### src/rtl/imx_pkg.sv
package imx_pkg;
  localparam int NCH       = 2;
  localparam int OFS_STAT0 = 'h50;
  localparam int BIT_STAT0 = 2;
  localparam int OFS_STAT1 = 'h57;
  localparam int BIT_STAT1 = 4;
  localparam int OFS_MODE  = 'h71;
  localparam int BIT_MFLAG = 2;
  localparam int BIT_MBLK  = 4;
  localparam logic [7:0] PIN_A = 8'h01;
endpackage

### src/rtl/imx_lvl_track.sv
module imx_lvl_track (
  input  logic clk,
  input  logic rst_n,
  input  logic lvl_i,
  output logic chg_o
);
  logic prev_q;

  assign chg_o = lvl_i ^ prev_q;

  always_ff @(posedge clk or negedge rst_n) begin
    if (!rst_n)     prev_q <= 1'b0;
    else if (chg_o) prev_q <= lvl_i;
  end
endmodule

### src/rtl/imx_mirror.sv
module imx_mirror
  import imx_pkg::*;
#(
  parameter int AW = 8,
  parameter int DW = 32
) (
  input  logic            clk,
  input  logic            rst_n,
  input  logic            cfg_we,
  input  logic [AW-1:0]   cfg_addr,
  input  logic [DW/8-1:0] cfg_be,
  input  logic [DW-1:0]   cfg_wdata,
  input  logic            blk_we,
  input  logic [7:0]      blk_wdata,
  input  logic [NCH-1:0]  lvl,
  input  logic [NCH-1:0]  lvl_chg,
  output logic            stat0_o,
  output logic            stat1_o,
  output logic [NCH-1:0]  flags_o,
  output logic [NCH-1:0]  blk_o
);
  localparam int LN0 = OFS_STAT0 % 4;
  localparam int LN1 = OFS_STAT1 % 4;
  localparam int LNM = OFS_MODE % 4;
  localparam logic [AW-3:0] DWA0 = (AW-2)'(OFS_STAT0 >> 2);
  localparam logic [AW-3:0] DWA1 = (AW-2)'(OFS_STAT1 >> 2);
  localparam logic [AW-3:0] DWAM = (AW-2)'(OFS_MODE >> 2);

  logic           s0_q, s1_q, s0_d, s1_d;
  logic [NCH-1:0] m_q, m_d, b_q, b_d;
  logic           hit0, hit1, hitm, upd;

  assign hit0 = cfg_we && (cfg_addr[AW-1:2] == DWA0) && cfg_be[LN0];
  assign hit1 = cfg_we && (cfg_addr[AW-1:2] == DWA1) && cfg_be[LN1];
  assign hitm = cfg_we && (cfg_addr[AW-1:2] == DWAM) && cfg_be[LNM];
  assign upd  = hit0 | hit1 | hitm | blk_we | (|lvl_chg);

  always_comb begin
    s0_d = s0_q;
    s1_d = s1_q;
    m_d  = m_q;
    b_d  = b_q;
    // configuration write: clear, then resync in the direction of the byte hit
    if (hit0 && cfg_wdata[LN0*8+BIT_STAT0]) s0_d = 1'b0;
    if (hit1 && cfg_wdata[LN1*8+BIT_STAT1]) s1_d = 1'b0;
    if (hitm) m_d = m_d & ~cfg_wdata[LNM*8+BIT_MFLAG +: NCH];
    if (hit0 || hit1) m_d = {s1_d, s0_d};
    if (hitm) begin
      s0_d = m_d[0];
      s1_d = m_d[1];
    end
    // block-bit port
    if (blk_we) begin
      b_d  = blk_wdata[BIT_MBLK +: NCH];
      s0_d = m_d[0];
      s1_d = m_d[1];
    end
    // drive level changes are applied last and win
    for (int c = 0; c < NCH; c++) begin
      if (lvl_chg[c]) m_d[c] = lvl[c];
    end
    if (|lvl_chg) begin
      s0_d = m_d[0];
      s1_d = m_d[1];
    end
  end

  always_ff @(posedge clk or negedge rst_n) begin
    if (!rst_n) begin
      s0_q <= 1'b0;
      s1_q <= 1'b0;
      m_q  <= '0;
      b_q  <= '0;
    end else if (upd) begin
      s0_q <= s0_d;
      s1_q <= s1_d;
      m_q  <= m_d;
      b_q  <= b_d;
    end
  end

  assign stat0_o = s0_q;
  assign stat1_o = s1_q;
  assign flags_o = m_q;
  assign blk_o   = b_q;

  AST_ALIAS_CH0: assert property (@(posedge clk) disable iff (!rst_n)
    s0_q == m_q[0]);
  AST_ALIAS_CH1: assert property (@(posedge clk) disable iff (!rst_n)
    s1_q == m_q[1]);
  AST_NO_SW_SET0: assert property (@(posedge clk) disable iff (!rst_n)
    !lvl_chg[0] |=> !$rose(m_q[0]));
  AST_NO_SW_SET1: assert property (@(posedge clk) disable iff (!rst_n)
    !lvl_chg[1] |=> !$rose(m_q[1]));
  AST_LEVEL_WINS: assert property (@(posedge clk) disable iff (!rst_n)
    lvl_chg[0] |=> (m_q[0] == $past(lvl[0])));
  AST_BLK_HELD: assert property (@(posedge clk) disable iff (!rst_n)
    !blk_we |=> $stable(b_q));
endmodule

### src/rtl/imx_irq_gate.sv
module imx_irq_gate
  import imx_pkg::*;
(
  input  logic [NCH-1:0] flags,
  input  logic [NCH-1:0] blk,
  output logic           irq
);
  assign irq = |(flags & ~blk);
endmodule

### src/rtl/imx_irq_mirror.sv
module imx_irq_mirror
  import imx_pkg::*;
#(
  parameter int AW = 8,
  parameter int DW = 32
) (
  input  logic            clk,
  input  logic            rst_n,
  input  logic [1:0]      drv_irq,
  input  logic            cfg_we,
  input  logic [AW-1:0]   cfg_addr,
  input  logic [DW/8-1:0] cfg_be,
  input  logic [DW-1:0]   cfg_wdata,
  input  logic            blk_we,
  input  logic [7:0]      blk_wdata,
  output logic [7:0]      stat0_byte,
  output logic [7:0]      stat1_byte,
  output logic [7:0]      mode_byte,
  output logic [7:0]      irq_pin_byte,
  output logic            irq_out
);
  logic [NCH-1:0] chg, flags, blk;
  logic           s0, s1;

  for (genvar c = 0; c < NCH; c++) begin : g_trk
    imx_lvl_track u_trk (
      .clk   (clk),
      .rst_n (rst_n),
      .lvl_i (drv_irq[c]),
      .chg_o (chg[c])
    );
  end

  imx_mirror #(.AW(AW), .DW(DW)) u_mir (
    .clk       (clk),
    .rst_n     (rst_n),
    .cfg_we    (cfg_we),
    .cfg_addr  (cfg_addr),
    .cfg_be    (cfg_be),
    .cfg_wdata (cfg_wdata),
    .blk_we    (blk_we),
    .blk_wdata (blk_wdata),
    .lvl       (drv_irq),
    .lvl_chg   (chg),
    .stat0_o   (s0),
    .stat1_o   (s1),
    .flags_o   (flags),
    .blk_o     (blk)
  );

  imx_irq_gate u_gate (
    .flags (flags),
    .blk   (blk),
    .irq   (irq_out)
  );

  always_comb begin
    stat0_byte = '0;
    stat1_byte = '0;
    mode_byte  = '0;
    stat0_byte[BIT_STAT0]            = s0;
    stat1_byte[BIT_STAT1]            = s1;
    mode_byte[BIT_MFLAG +: NCH]      = flags;
    mode_byte[BIT_MBLK +: NCH]       = blk;
  end

  assign irq_pin_byte = PIN_A;

  AST_ALL_BLOCKED: assert property (@(posedge clk) disable iff (!rst_n)
    (&blk) |-> !irq_out);
  AST_UNBLOCKED_FLAG: assert property (@(posedge clk) disable iff (!rst_n)
    (flags[0] && !blk[0]) |-> irq_out);
endmodule

### config.mk
export PLATFORM = sky130hd
export DESIGN_NAME = imx_irq_mirror
export DESIGN_NICKNAME = d
export VERILOG_FILES = /design/src/rtl/imx_pkg.sv /design/src/rtl/imx_lvl_track.sv /design/src/rtl/imx_mirror.sv /design/src/rtl/imx_irq_gate.sv /design/src/rtl/imx_irq_mirror.sv
export SDC_FILE = /design/constraint.sdc
export NUM_CORES = 1
export LEC_CHECK = 0
export ABC_CLOCK_PERIOD_IN_PS = 4400
export BUFFER_PORTS_ARGS = -buffer_cell sky130_fd_sc_hd__buf_2
export CORE_AREA = 2 2 55 47
export CTS_BUF_LIST = sky130_fd_sc_hd__clkbuf_8 sky130_fd_sc_hd__clkbuf_16
export DETAILED_ROUTE_END_ITERATION = 10
export DIE_AREA = 0 0 57 49
export PLACE_DENSITY = 0.83
export REMOVE_ABC_BUFFERS = 1
export SLEW_MARGIN = 25
export SYNTH_ARGS = -nofsm -noshare
export SYNTH_HDL_FRONTEND = slang
export SYNTH_SLANG_ARGS = --single-unit
### constraint.sdc
create_clock -name clk -period 4.4 [get_ports clk]
set_input_delay 0.22 -clock clk [delete_from_list [all_inputs] [get_ports clk]]
set_output_delay 0.22 -clock clk [all_outputs]
set_load 0.005 [all_outputs]
* Word level (Yosys, flattened, before mapping)
Index checks and enable logic that the tools add are counted.
** Word-level totals
- Register bits after elaboration :: 8
- Bits in latches :: 0
- Memory bits (writable) :: 0
- ROM bits :: 0
- Input port bits :: 58
- Output and inout port bits :: 33
- Word-level logic and storage cells :: 43
- Memories :: 0
** Cells by class
- Add/subtract/negate cells :: 0
- Multipliers :: 0
- Div/mod/pow operators :: 0
- Magnitude comparators :: 0
- Equality and inequality tests :: 3
- Shift-type cells :: 0
- Multiplexer cells :: 12
- Bitwise gates (word level) :: 10
- Reductions and logical operators :: 12
** Operators with widths (number)
- $eq A6 B5 Y1 const B :: 3
- $mux W1 :: 10
- $logic_and A1 B1 Y1 :: 8
- $and A2 B2 Y2 :: 2
- $mux W2 :: 2
- $not A2 Y2 :: 2
- $or A1 B1 Y1 :: 4
- $reduce_or A2 Y1 :: 2
- $reduce_and A2 Y1 :: 1
- $xor A1 B1 Y1 :: 2
- $logic_or A1 B1 Y1 :: 1

* Depth between registers and ports, before layout
Gate-level depths: netlist of the first run.
- Depth after elaboration :: 9
- Depth in mapped cells :: 5
- Mapped depth without buffers :: 5

* Hierarchy
A second synthesis of the first run with hierarchy kept.
** Unflattened totals
- Cells, all modules :: 82
- Area total of the unflattened synthesis :: 721.9 um^2
** By module, submodules not included
- imx_mirror :: instances 1, cells an instance 43, area an instance 409.1 um^2, seq. area each 150.1 um^2
- imx_irq_mirror :: instances 1, cells an instance 30, area an instance 217.7 um^2, seq. area each 0.0 um^2
- imx_lvl_track :: instances 2, cells an instance 3, area an instance 37.5 um^2, seq. area each 25.0 um^2
- imx_irq_gate :: instances 1, cells an instance 3, area an instance 20.0 um^2, seq. area each 0.0 um^2

* Worst setup path after synthesis of the first run
No wires, ideal clock.
- Kind :: reg2reg
- Start :: register g_trk[1].u_trk.prev_q
- End :: register u_mir.s1_q, in the netlist u_mir.stat1_o
- Setup time :: 126 ps
- Data arrival time :: 1359 ps
- Required time :: 4274 ps
- Slack :: 2915 ps
- Cell stages (with the launch flop) :: 6
- Path buffers :: 0
- Period minus slack after synthesis :: 1485 ps
- Cells stage by stage :: dfrtp_1 -> xor2_1 -> or3_1 -> o211ai_1 -> nand4_1 -> maj3_2
** Between the ends
- Cells in the longest elaborated chain, start to end :: 3
- Elaborated cells on any way between the ends :: 5
- Those cells by class :: mux: 2; bitwise: 2; reduce/logical: 1
** RTL lines
- start: declaration :: RTL line imx_lvl_track.sv:7 : logic prev_q;
- start signal: assignment :: RTL line imx_lvl_track.sv:13 : else if (chg_o) prev_q <= lvl_i;
- $xor A1 B1 Y1 * :: RTL line imx_lvl_track.sv:9 : assign chg_o = lvl_i ^ prev_q;
- $mux W1 / $reduce_or A2 Y1 (equally long branches) :: RTL line imx_mirror.sv:60, imx_mirror.sv:36, imx_mirror.sv:62
- $mux W1 / $or A1 B1 Y1 (equally long branches) :: RTL line imx_mirror.sv:62, imx_mirror.sv:36
- end signal: assignment :: RTL line imx_mirror.sv:71 : s1_q <= 1'b0;
- end signal: assignment :: RTL line imx_mirror.sv:76 : s1_q <= s1_d;
- end: declaration :: RTL line imx_mirror.sv:29 : logic s0_q, s1_q, s0_d, s1_d;
Every way passes the cells marked *; elsewhere a longest branch is shown, timed or not.
A chain may end at the register's enable or synchronous reset.

* Worst setup path after layout of the first run
Ends and elaborated chain as after synthesis.

==> flow_metrics.env, run 1 <==
export IMPL_status="finished, final reports clean"
export IMPL_nNetsFinal=171
export IMPL_gp_congestion=0.694
export IMPL_synth_distinct_cells=30
export IMPL_fin_crit_ps=1570
export IMPL_critPathMaxFanout=2
export IMPL_rsz0062_at_grt="false"
export IMPL_hold_slack_ps=164
export IMPL_cts_tree="yes"
export IMPL_fmax_mhz=639
export IMPL_portBuffers=27
export IMPL_synth_ff_type="dfrtp_1"
export IMPL_synth_area_um2=749
export IMPL_clk_latency_ps=220
export IMPL_avgSynthCellArea_um2=8.71
export IMPL_drive_above_1_share_pct=36.0
export IMPL_power_frac_seq_pct=38.2
export IMPL_root_buffer="clkbuf_8"
export IMPL_antenna_found_initial=0
export IMPL_critical_path_class="reg -> reg"
export IMPL_setup_viol=0
export IMPL_syn_inst=86
export IMPL_netSwitchingFraction_pct=26.8
export IMPL_arrival_ps=1670
export IMPL_yosys_warnings=0
export IMPL_fin_tns_setup_ps=0
export IMPL_die_w_um=57
export IMPL_yosysSeqAreaShare_pct=26.7
export IMPL_place_ws_ps=2830
export IMPL_clk_pin_slew_ps=40
export IMPL_wl_per_cell_um=10.3
export IMPL_dieHeight_um=49
export IMPL_worst_setup_path_start_kind="register"
export IMPL_grt_pass1_vias=478
export IMPL_antennaDiodeCount=0
export IMPL_placedInstanceArea_um2=785
export IMPL_clk_path_buf_depth=2
export IMPL_area_growth_syn_to_layout_pct=11.5
export IMPL_leakage_uw=0.000442
export IMPL_initial_utilization_pct=32.8
export IMPL_die_area_mm2=0.00279
export IMPL_p_sw_uw=61.0
export IMPL_cts_sinks=8
export IMPL_synthArstFlopShare_pct=100
export IMPL_grt_start_max_net_pins=9
export IMPL_power_share_combinational_pct=24.2
export IMPL_hp_class="in -> reg"
export IMPL_slew_violations=0
export IMPL_skew_ps=1.09
export IMPL_reg2reg_setup_slack_ps=2830
export IMPL_drc=0
export IMPL_final_common_cell="buf_2"
export IMPL_ant_nets=0
export IMPL_clock_power_share_pct=37.6
export IMPL_endpoint_kind="register"
export IMPL_rows=16
export IMPL_hpwlAfterDp_mm=1.21
export IMPL_io_pins=91
export IMPL_drt_iter0_markers=16
export IMPL_grt_pass1_wl_mm=2.15
export IMPL_cts_inserted_buffers=3
export IMPL_final_area_um2=836
export IMPL_postCtsSetupBuffers=0
export IMPL_track_usage_pct=10.1
export IMPL_required_ps=4500
export IMPL_synth_seq_cells=8
export IMPL_first_pass_iters=4
export IMPL_intPower_uw=167
export IMPL_power_density_mw_per_mm2=272
export IMPL_gr_total_overflow=0
export IMPL_htreeDepth=1
export IMPL_viasPerCell=4.39
export IMPL_hold_violations=0
export IMPL_drv_cap=0
export IMPL_layout_common_cells="buf_2, conb_1, dfrtp_1, inv_1, nand2_1"
export IMPL_peakVddDrop_mv=0.176
export IMPL_period_share_pct=35.6
export IMPL_finalWirelength_mm=1.42
export IMPL_setup_ws_ps=2830
export IMPL_dr_total_vias=606
export IMPL_core_area_mm2=0.00228
export IMPL_synth_edf_count=0
registers in the layout, indices dropped and copies added, names as in the netlist:
signal	flops
u_mir.flags_o	2
u_mir.stat0_o	1
u_mir.stat1_o	1
u_mir.blk_o	2
g_trk.u_trk.prev_q	2
Yosys cell counts (2+ instances only):
cell type  instances  area share [%]
a21oi_1            3             2.0
buf_4             28              28
conb_1             2             1.0
dfrtp_1            8              27
inv_1              6             3.0
maj3_2             3             4.5
mux2_2             2             3.0
nand2_1            5             2.5
nand4_1            3             2.5
nor2_1             2             1.0
nor2b_1            2             1.7
o211ai_1           2             2.0
o21ai_1            2             1.3
xor2_1             2             2.3
power groups by stage:
stage	Clock [uW]	Sequential, uW	Combinational (uW)
2_1_floorplan	0	87.6	29.3
4_1_cts	89.2	87.1	55.5
5_1_grt	95.1	87.8	62.1
3_5_place_dp	0	88.0	54.4
6_report	85.6	87.1	55.0
3_3_place_gp	0	87.5	53.4
cells by family (layout without fill, tap and decap cells):
group | after synthesis | in the layout | share of synthesized area, %
compound gates | 13 | 13 | 13.0
xor+xnor | 2 | 2 | 2.34
fa+ha+maj | 3 | 3 | 4.51
buf+inv | 36 | 37 | 32.9
flops | 8 | 8 | 26.7
mux | 3 | 3 | 5.01
other cells | 2 | 26 | 1.00
simple gates | 19 | 19 | 14.5
through the flow:
step	util, %	total power, uW	std cells
after floorplan	-	117	80
after global placement	34.4	141	134
after detailed placement	34.4	142	134
after CTS	36.6	232	138
after global routing	36.6	245	138
final	36.6	228	138
final timing paths:
kind | startpoint | to | cells after the start
min reg2reg | u_mir.blk_o[0] | u_mir.blk_o[0] | 1
max reg2reg | g_trk[1].u_trk.prev_q | u_mir.stat1_o | 5
max | g_trk[1].u_trk.prev_q | u_mir.stat1_o | 5
min in group asynchronous | rst_n | g_trk[0].u_trk.prev_q | 2
max in group asynchronous | rst_n | u_mir.blk_o[0] | 2
min | drv_irq[1] | g_trk[1].u_trk.prev_q | 1
final cells by class:
class / instances / area (um2)
Fill cell: 245 / 1450
Multi-Input combinational cell: 66 / 393
Sequential cell: 8 / 200
Timing Repair Buffer: 28 / 145
Clock buffer: 3 / 41.3
Tap cell: 27 / 33.8
Inverter: 6 / 22.5
repair_timing:
action / in CTS / in global routing
hold buffers: 1 / 0
gates resized for setup: 0 / 0
endpoints found under the hold margin: 8 / 0
routing by layer:
metal / routed length, um / vias up / GRT usage [%] / share of wire (%)
met3: 174 / 2 / 3.98 / 12
met4: 11 / 0 / 6.98 / 0.78
met5: 0 / - / 0 / 0
li1: - / 290 / - / -
met1: 614 / 276 / 12.9 / 43
met2: 616 / 38 / 13.8 / 44
critical path, stage by stage, from the launching register on:
cell and delay [ps]:
dfrtp_1 380, xor2_1 170, or3_1 360, o211ai_1 100
nand4_1 120, maj3_2 320
No activity file was read; power rests on OpenSTA's default activity.
==> inputs of run 2 (changes only) <==
--- a/config.mk
+++ b/config.mk
@@ -5,13 +5,13 @@
 export SDC_FILE = /design/constraint.sdc
 export NUM_CORES = 1
 export LEC_CHECK = 0
-export ABC_CLOCK_PERIOD_IN_PS = 4400
+export ABC_CLOCK_PERIOD_IN_PS = 1300
 export BUFFER_PORTS_ARGS = -buffer_cell sky130_fd_sc_hd__buf_2
-export CORE_AREA = 2 2 55 47
+export CORE_AREA = 2 2 60 51
 export CTS_BUF_LIST = sky130_fd_sc_hd__clkbuf_8 sky130_fd_sc_hd__clkbuf_16
 export DETAILED_ROUTE_END_ITERATION = 10
-export DIE_AREA = 0 0 57 49
-export PLACE_DENSITY = 0.83
+export DIE_AREA = 0 0 62 53
+export PLACE_DENSITY = 0.74
 export REMOVE_ABC_BUFFERS = 1
 export SLEW_MARGIN = 25
 export SYNTH_ARGS = -nofsm -noshare
==> constraint.sdc (replaced) <==
create_clock -name clk -period 1.3 [get_ports clk]
set_input_delay 0.065 -clock clk [delete_from_list [all_inputs] [get_ports clk]]
set_output_delay 0.065 -clock clk [all_outputs]
set_load 0.005 [all_outputs]
==> run 2 against run 1 <==
The run now ends with negative setup slack left. Die area rose by 18%. Via count rose by 3.0%. Cell count is 14% higher. Maximum frequency grew 4.0%. Global-route usage is 0.12 points lower. Setup slack worse by 3000 ps. Register-to-register slack got worse by 3000 ps. Core utilization decreased by 1.8 points. Power grew to 3.5 times the previous value. Critical endpoint unchanged. Largest cell class unchanged. Largest power group unchanged.
==> flow_metrics.env, run 2 (synthesis gave the netlist of run 1 again) <==
export IMPL_status="finished with violations"
export IMPL_met2_usage_pct=15.6
export IMPL_netSwitchingFraction_pct=26.3
export IMPL_arrival_ps=1610
export IMPL_required_ps=1400
export IMPL_endpoint_kind="register"
export IMPL_dr_total_vias=624
export IMPL_hp_class="in -> reg"
export IMPL_finalWirelength_mm=1.50
export IMPL_cts_sinks=8
export IMPL_place_ws_ps=-243
export IMPL_fmax_mhz=665
export IMPL_grt_met3_usage_pct=2.69
export IMPL_gr_total_overflow=0
export IMPL_grt_start_max_net_pins=9
export IMPL_clk_pin_slew_ps=40
export IMPL_gp_congestion=0.756
export IMPL_cts_inserted_buffers=3
export IMPL_top_usage_layer="met2"
export IMPL_antenna_found_initial=0
export IMPL_portBuffers=27
export IMPL_grt_pass1_wl_mm=2.45
export IMPL_grt_pass1_vias=567
export IMPL_final_fill_count=280
export IMPL_period_share_pct=116
export IMPL_post_route_util_pct=34.8
export IMPL_clock_power_share_pct=36.1
export IMPL_rsz0062_at_grt="true"
export IMPL_first_pass_iters=4
export IMPL_clk_path_buf_depth=2
export IMPL_fin_tns_setup_ps=-204
export IMPL_violations="negative setup slack"
export IMPL_hold_violations=0
export IMPL_viasPerCell=3.95
export IMPL_slew_violations=0
export IMPL_critPathMaxFanout=2
export IMPL_p_sw_uw=207
export IMPL_setup_ws_ps=-204
export IMPL_final_common_cell="buf_2"
export IMPL_layout_common_cells="buf_2, conb_1, buf_4, dfrtp_1, inv_1"
export IMPL_fin_crit_ps=1500
export IMPL_wl_per_cell_um=9.52
export IMPL_intPower_uw=582
export IMPL_nNetsFinal=180
export IMPL_worst_setup_path_start_kind="register"
export IMPL_setup_viol=1
export IMPL_rows=17
export IMPL_drt_iter0_markers=14
export IMPL_drc=0
export IMPL_dieHeight_um=53
export IMPL_critical_path_class="reg -> reg"
export IMPL_root_buffer="clkbuf_8"
export IMPL_drive_above_1_share_pct=41.7
export IMPL_track_usage_pct=10.0
export IMPL_antennaDiodeCount=0
export IMPL_skew_ps=1.37
export IMPL_power_density_mw_per_mm2=853
export IMPL_power_share_combinational_pct=26.5
export IMPL_hpwlAfterDp_mm=1.30
export IMPL_ant_nets=0
export IMPL_grtUsageMet1_pct=12.8
export IMPL_peakVddDrop_mv=0.568
export IMPL_io_pins=91
export IMPL_power_frac_seq_pct=37.4
export IMPL_die_area_mm2=0.00329
export IMPL_clk_latency_ps=220
export IMPL_htreeDepth=1
export IMPL_initial_utilization_pct=28.2
export IMPL_cts_tree="yes"
export IMPL_area_growth_syn_to_layout_pct=23.4
export IMPL_die_w_um=62
export IMPL_drv_cap=0
export IMPL_leakage_uw=0.000487
export IMPL_core_area_mm2=0.00266
==> run 2: cell count changes in the layout (fill, tap and decap cells not counted), sizes merged <==
| cell | change |
|---|---|
| buf | +9 |
==> run 2: final timing paths <==
kind,from,endpoint,slack (ps),cells after the start
worst min-delay path,blk_wdata[4],u_mir.blk_o[0],70,2
min in group asynchronous,rst_n,g_trk[1].u_trk.prev_q,210,2
worst max-delay path,g_trk[0].u_trk.prev_q,u_mir.stat1_o,-200,5
worst max register to register,g_trk[0].u_trk.prev_q,u_mir.stat1_o,-200,5
max in group asynchronous,rst_n,u_mir.blk_o[1],920,2
worst min register to register,u_mir.blk_o[0],u_mir.blk_o[0],540,1
==> run 2: what timing repair did <==
action                                 in CTS  in global routing
hold buffers                                1                  0
setup endpoints to repair                   1                  2
buffers inserted                            1                  1
pin swaps                                   4                  2
gates resized for setup                     0                  1
endpoints found under the hold margin       8                  0
==> run 2: power groups by stage <==
stage          clock (uW)  combinational (uW)  sequential (uW)
6_report              285                 209              295
5_1_grt               312                 240              298
3_5_place_dp            0                 200              298
4_1_cts               300                 205              295
2_1_floorplan           0                99.1              297
3_3_place_gp            0                 197              297
==> run 2: per-stage QoR <==
| step | power [uW] | hold WS, ps | cell area [um2] | cells |
|---|---|---|---|---|
| detailed placement | 498 | -80.4 | 851 | 152 |
| finish | 789 | 72.9 | 925 | 158 |
| floorplan | 396 | -231 | 616 | 80 |
| global placement | 494 | -84.4 | 851 | 152 |
| CTS | 799 | 67.6 | 910 | 157 |
| global route | 850 | 88.1 | 925 | 158 |
==> run 2: worst max-delay path, cell delays in order, from the launching register on <==
cell	delay [ps]
dfrtp_1	400
xor2_2	180
or3_1	300
o211ai_1	80
nand4_1	120
maj3_2	300
==> run 2: final cells by class <==
type | instances | area [um2] | share of cell area [%]
Clock buffer | 3 | 41.3 | 4.47
Inverter | 6 | 22.5 | 2.44
Sequential cell | 8 | 200 | 21.7
Multi-Input combinational cell | 66 | 400 | 43.3
Timing Repair Buffer | 37 | 213 | 23.0
Tap cell | 38 | 47.5 | 5.14
==> run 2: per-layer routing <==
metal,vias to the layer above,share of wire [%]
li1,306,-
met1,279,40
met2,37,48
met3,2,11
met4,0,0.40
met5,-,0
==> inputs of run 3 (changes only) <==
==> constraint.sdc (replaced) <==
create_clock -name clk -period 1.3 [get_ports clk]
set_input_delay 0.195 -clock clk [delete_from_list [all_inputs] [get_ports clk]]
set_output_delay 0.195 -clock clk [all_outputs]
set_load 0.005 [all_outputs]
==> run 3 against run 2 <==
Power is 0.88% higher. Maximum frequency rose by 0.52%. Routed wire length down 0.73%. The flow still finishes with violations (negative setup slack). Critical endpoint unchanged.
==> flow_metrics.env, run 3 (synthesis gave the netlist of run 1 again) <==
export IMPL_place_inst=151
export IMPL_violations="negative setup slack"
export IMPL_hold_violations=0
export IMPL_hpwlAfterDp_mm=1.27
export IMPL_ant_nets=0
export IMPL_dr_total_vias=616
export IMPL_antenna_found_initial=0
export IMPL_area_growth_syn_to_layout_pct=19.4
export IMPL_track_usage_pct=9.88
export IMPL_power_density_mw_per_mm2=890
export IMPL_grt_pass1_wl_mm=2.36
export IMPL_die_area_mm2=0.00329
export IMPL_final_area_um2=895
export IMPL_endpoint_kind="register"
export IMPL_placedInstanceArea_um2=843
export IMPL_rsz0062_at_grt="true"
export IMPL_grt_start_max_net_pins=9
export IMPL_cp_cell_sequence="xor2_1, or3_1, o211ai_1, nand4_1, maj3_2"
export IMPL_antennaDiodeCount=0
export IMPL_wl_per_cell_um=9.63
export IMPL_cp_buffers_inverters=0
export IMPL_crit_family="simple AND/OR/NAND/NOR gates"
export IMPL_gr_total_overflow=0
export IMPL_skew_ps=2.11
export IMPL_required_ps=1410
export IMPL_cts_sinks=8
export IMPL_core_area_mm2=0.00266
export IMPL_max_stage_delay_ps=380
export IMPL_clk_path_buf_depth=2
export IMPL_gp_congestion=0.771
export IMPL_cts_inserted_buffers=3
export IMPL_drc=0
export IMPL_initial_utilization_pct=28.2
export IMPL_layout_common_cells="buf_2, conb_1, dfrtp_1, inv_1, buf_4"
export IMPL_setup_ws_ps=-197
export IMPL_hp_class="in -> reg"
export IMPL_dieHeight_um=53
export IMPL_period_share_pct=115
export IMPL_arrival_ps=1610
export IMPL_fin_cells=155
export IMPL_finalWirelength_mm=1.49
export IMPL_first_pass_iters=5
export IMPL_root_buffer="clkbuf_8"
export IMPL_hold_slack_ps=203
export IMPL_critPathMaxFanout=2
export IMPL_fin_crit_ps=1500
export IMPL_final_common_cell="buf_2"
export IMPL_postCtsSetupBuffers=0
export IMPL_nNetsFinal=177
export IMPL_grt_pass1_vias=553
export IMPL_drv_cap=0
export IMPL_rows=17
export IMPL_fmax_mhz=668
export IMPL_clk_pin_slew_ps=40
export IMPL_leakage_uw=0.000471
export IMPL_die_w_um=62
export IMPL_peakVddDrop_mv=0.418
export IMPL_worst_setup_path_start_kind="register"
export IMPL_critical_path_class="reg -> reg"
export IMPL_setup_viol=1
export IMPL_cpMaxStageDelayCell="dfrtp_1"
export IMPL_portBuffers=27
export IMPL_clk_latency_ps=230
export IMPL_cts_tree="yes"
export IMPL_slew_violations=0
export IMPL_io_pins=91
export IMPL_status="finished with violations"
export IMPL_htreeDepth=1
export IMPL_drive_above_1_share_pct=39.3
export IMPL_drt_iter0_markers=10
export IMPL_totalPowerFinal_uw=796
export IMPL_viasPerCell=3.97
export IMPL_place_ws_ps=-261
export IMPL_final_fill_count=290
-- run 3: cell count changes in the layout (fill, tap and decap cells not counted) --
cell    change
buf_4       -3
xor2_1      +1
xor2_2      -1
-- run 3: path summary, 6_finish.rpt --
| check | from | end | slack [ps] | cells after the start |
|---|---|---|---|---|
| worst max-delay path | g_trk[1].u_trk.prev_q | u_mir.stat1_o | -200 | 5 |
| worst min-delay path | blk_wdata[4] | u_mir.blk_o[0] | 200 | 2 |
| worst max register to register | g_trk[1].u_trk.prev_q | u_mir.stat1_o | -200 | 5 |
| worst min register to register | u_mir.blk_o[0] | u_mir.blk_o[0] | 530 | 1 |
| max in group asynchronous | rst_n | g_trk[1].u_trk.prev_q | 770 | 2 |
| min in group asynchronous | rst_n | u_mir.flags_o[0] | 360 | 2 |
-- run 3: area by class of cell --
type	count	area, um2	area share [%]
multi-input combinational	66	393	43.9
sequential	8	200	22.4
timing repair buffer	34	190	21.3
tap	38	47.5	5.31
clock buffer	3	41.3	4.62
inverter	6	22.5	2.52
-- run 3: timing repair --
item | in CTS | in global routing
pin swaps | 4 | 0
hold buffers | 1 | 0
endpoints found under the setup margin | 2 | 2
resized for setup | 0 | 0
hold endpoints to repair | 8 | 0
-- run 3: per-stage QoR --
step | util, % | TNS [ps]
2_1_floorplan | - | -185
3_3_place_gp | 31.7 | -538
3_5_place_dp | 31.7 | -617
4_1_cts | 33.6 | -211
5_1_grt | 33.6 | -342
6_report | 33.6 | -197
-- run 3: routing by layer --
metal	track usage, %	vias up	part of all wire (%)
met5	0	-	0
met4	4.26	0	0
met2	15.6	41	46
met3	3.18	0	8.6
met1	12.1	271	45
li1	-	304	-
-- run 3: power by group --
| group | switching (uW) | internal, uW | leakage (uW) | total, uW |
|---|---|---|---|---|
| Combinational | 99.7 | 101 | 0.000356 | 201 |
| Sequential | 18.8 | 274 | 0.0000934 | 293 |
| Clock | 101 | 201 | 0.0000216 | 302 |
| Total | 220 | 576 | 0.000471 | 796 |
-- run 3: worst register-to-register path: stages, from the launching register on --
cell      delay, ps
dfrtp_1         380
xor2_1          150
or3_1           350
o211ai_1         90
nand4_1         110
maj3_2          300
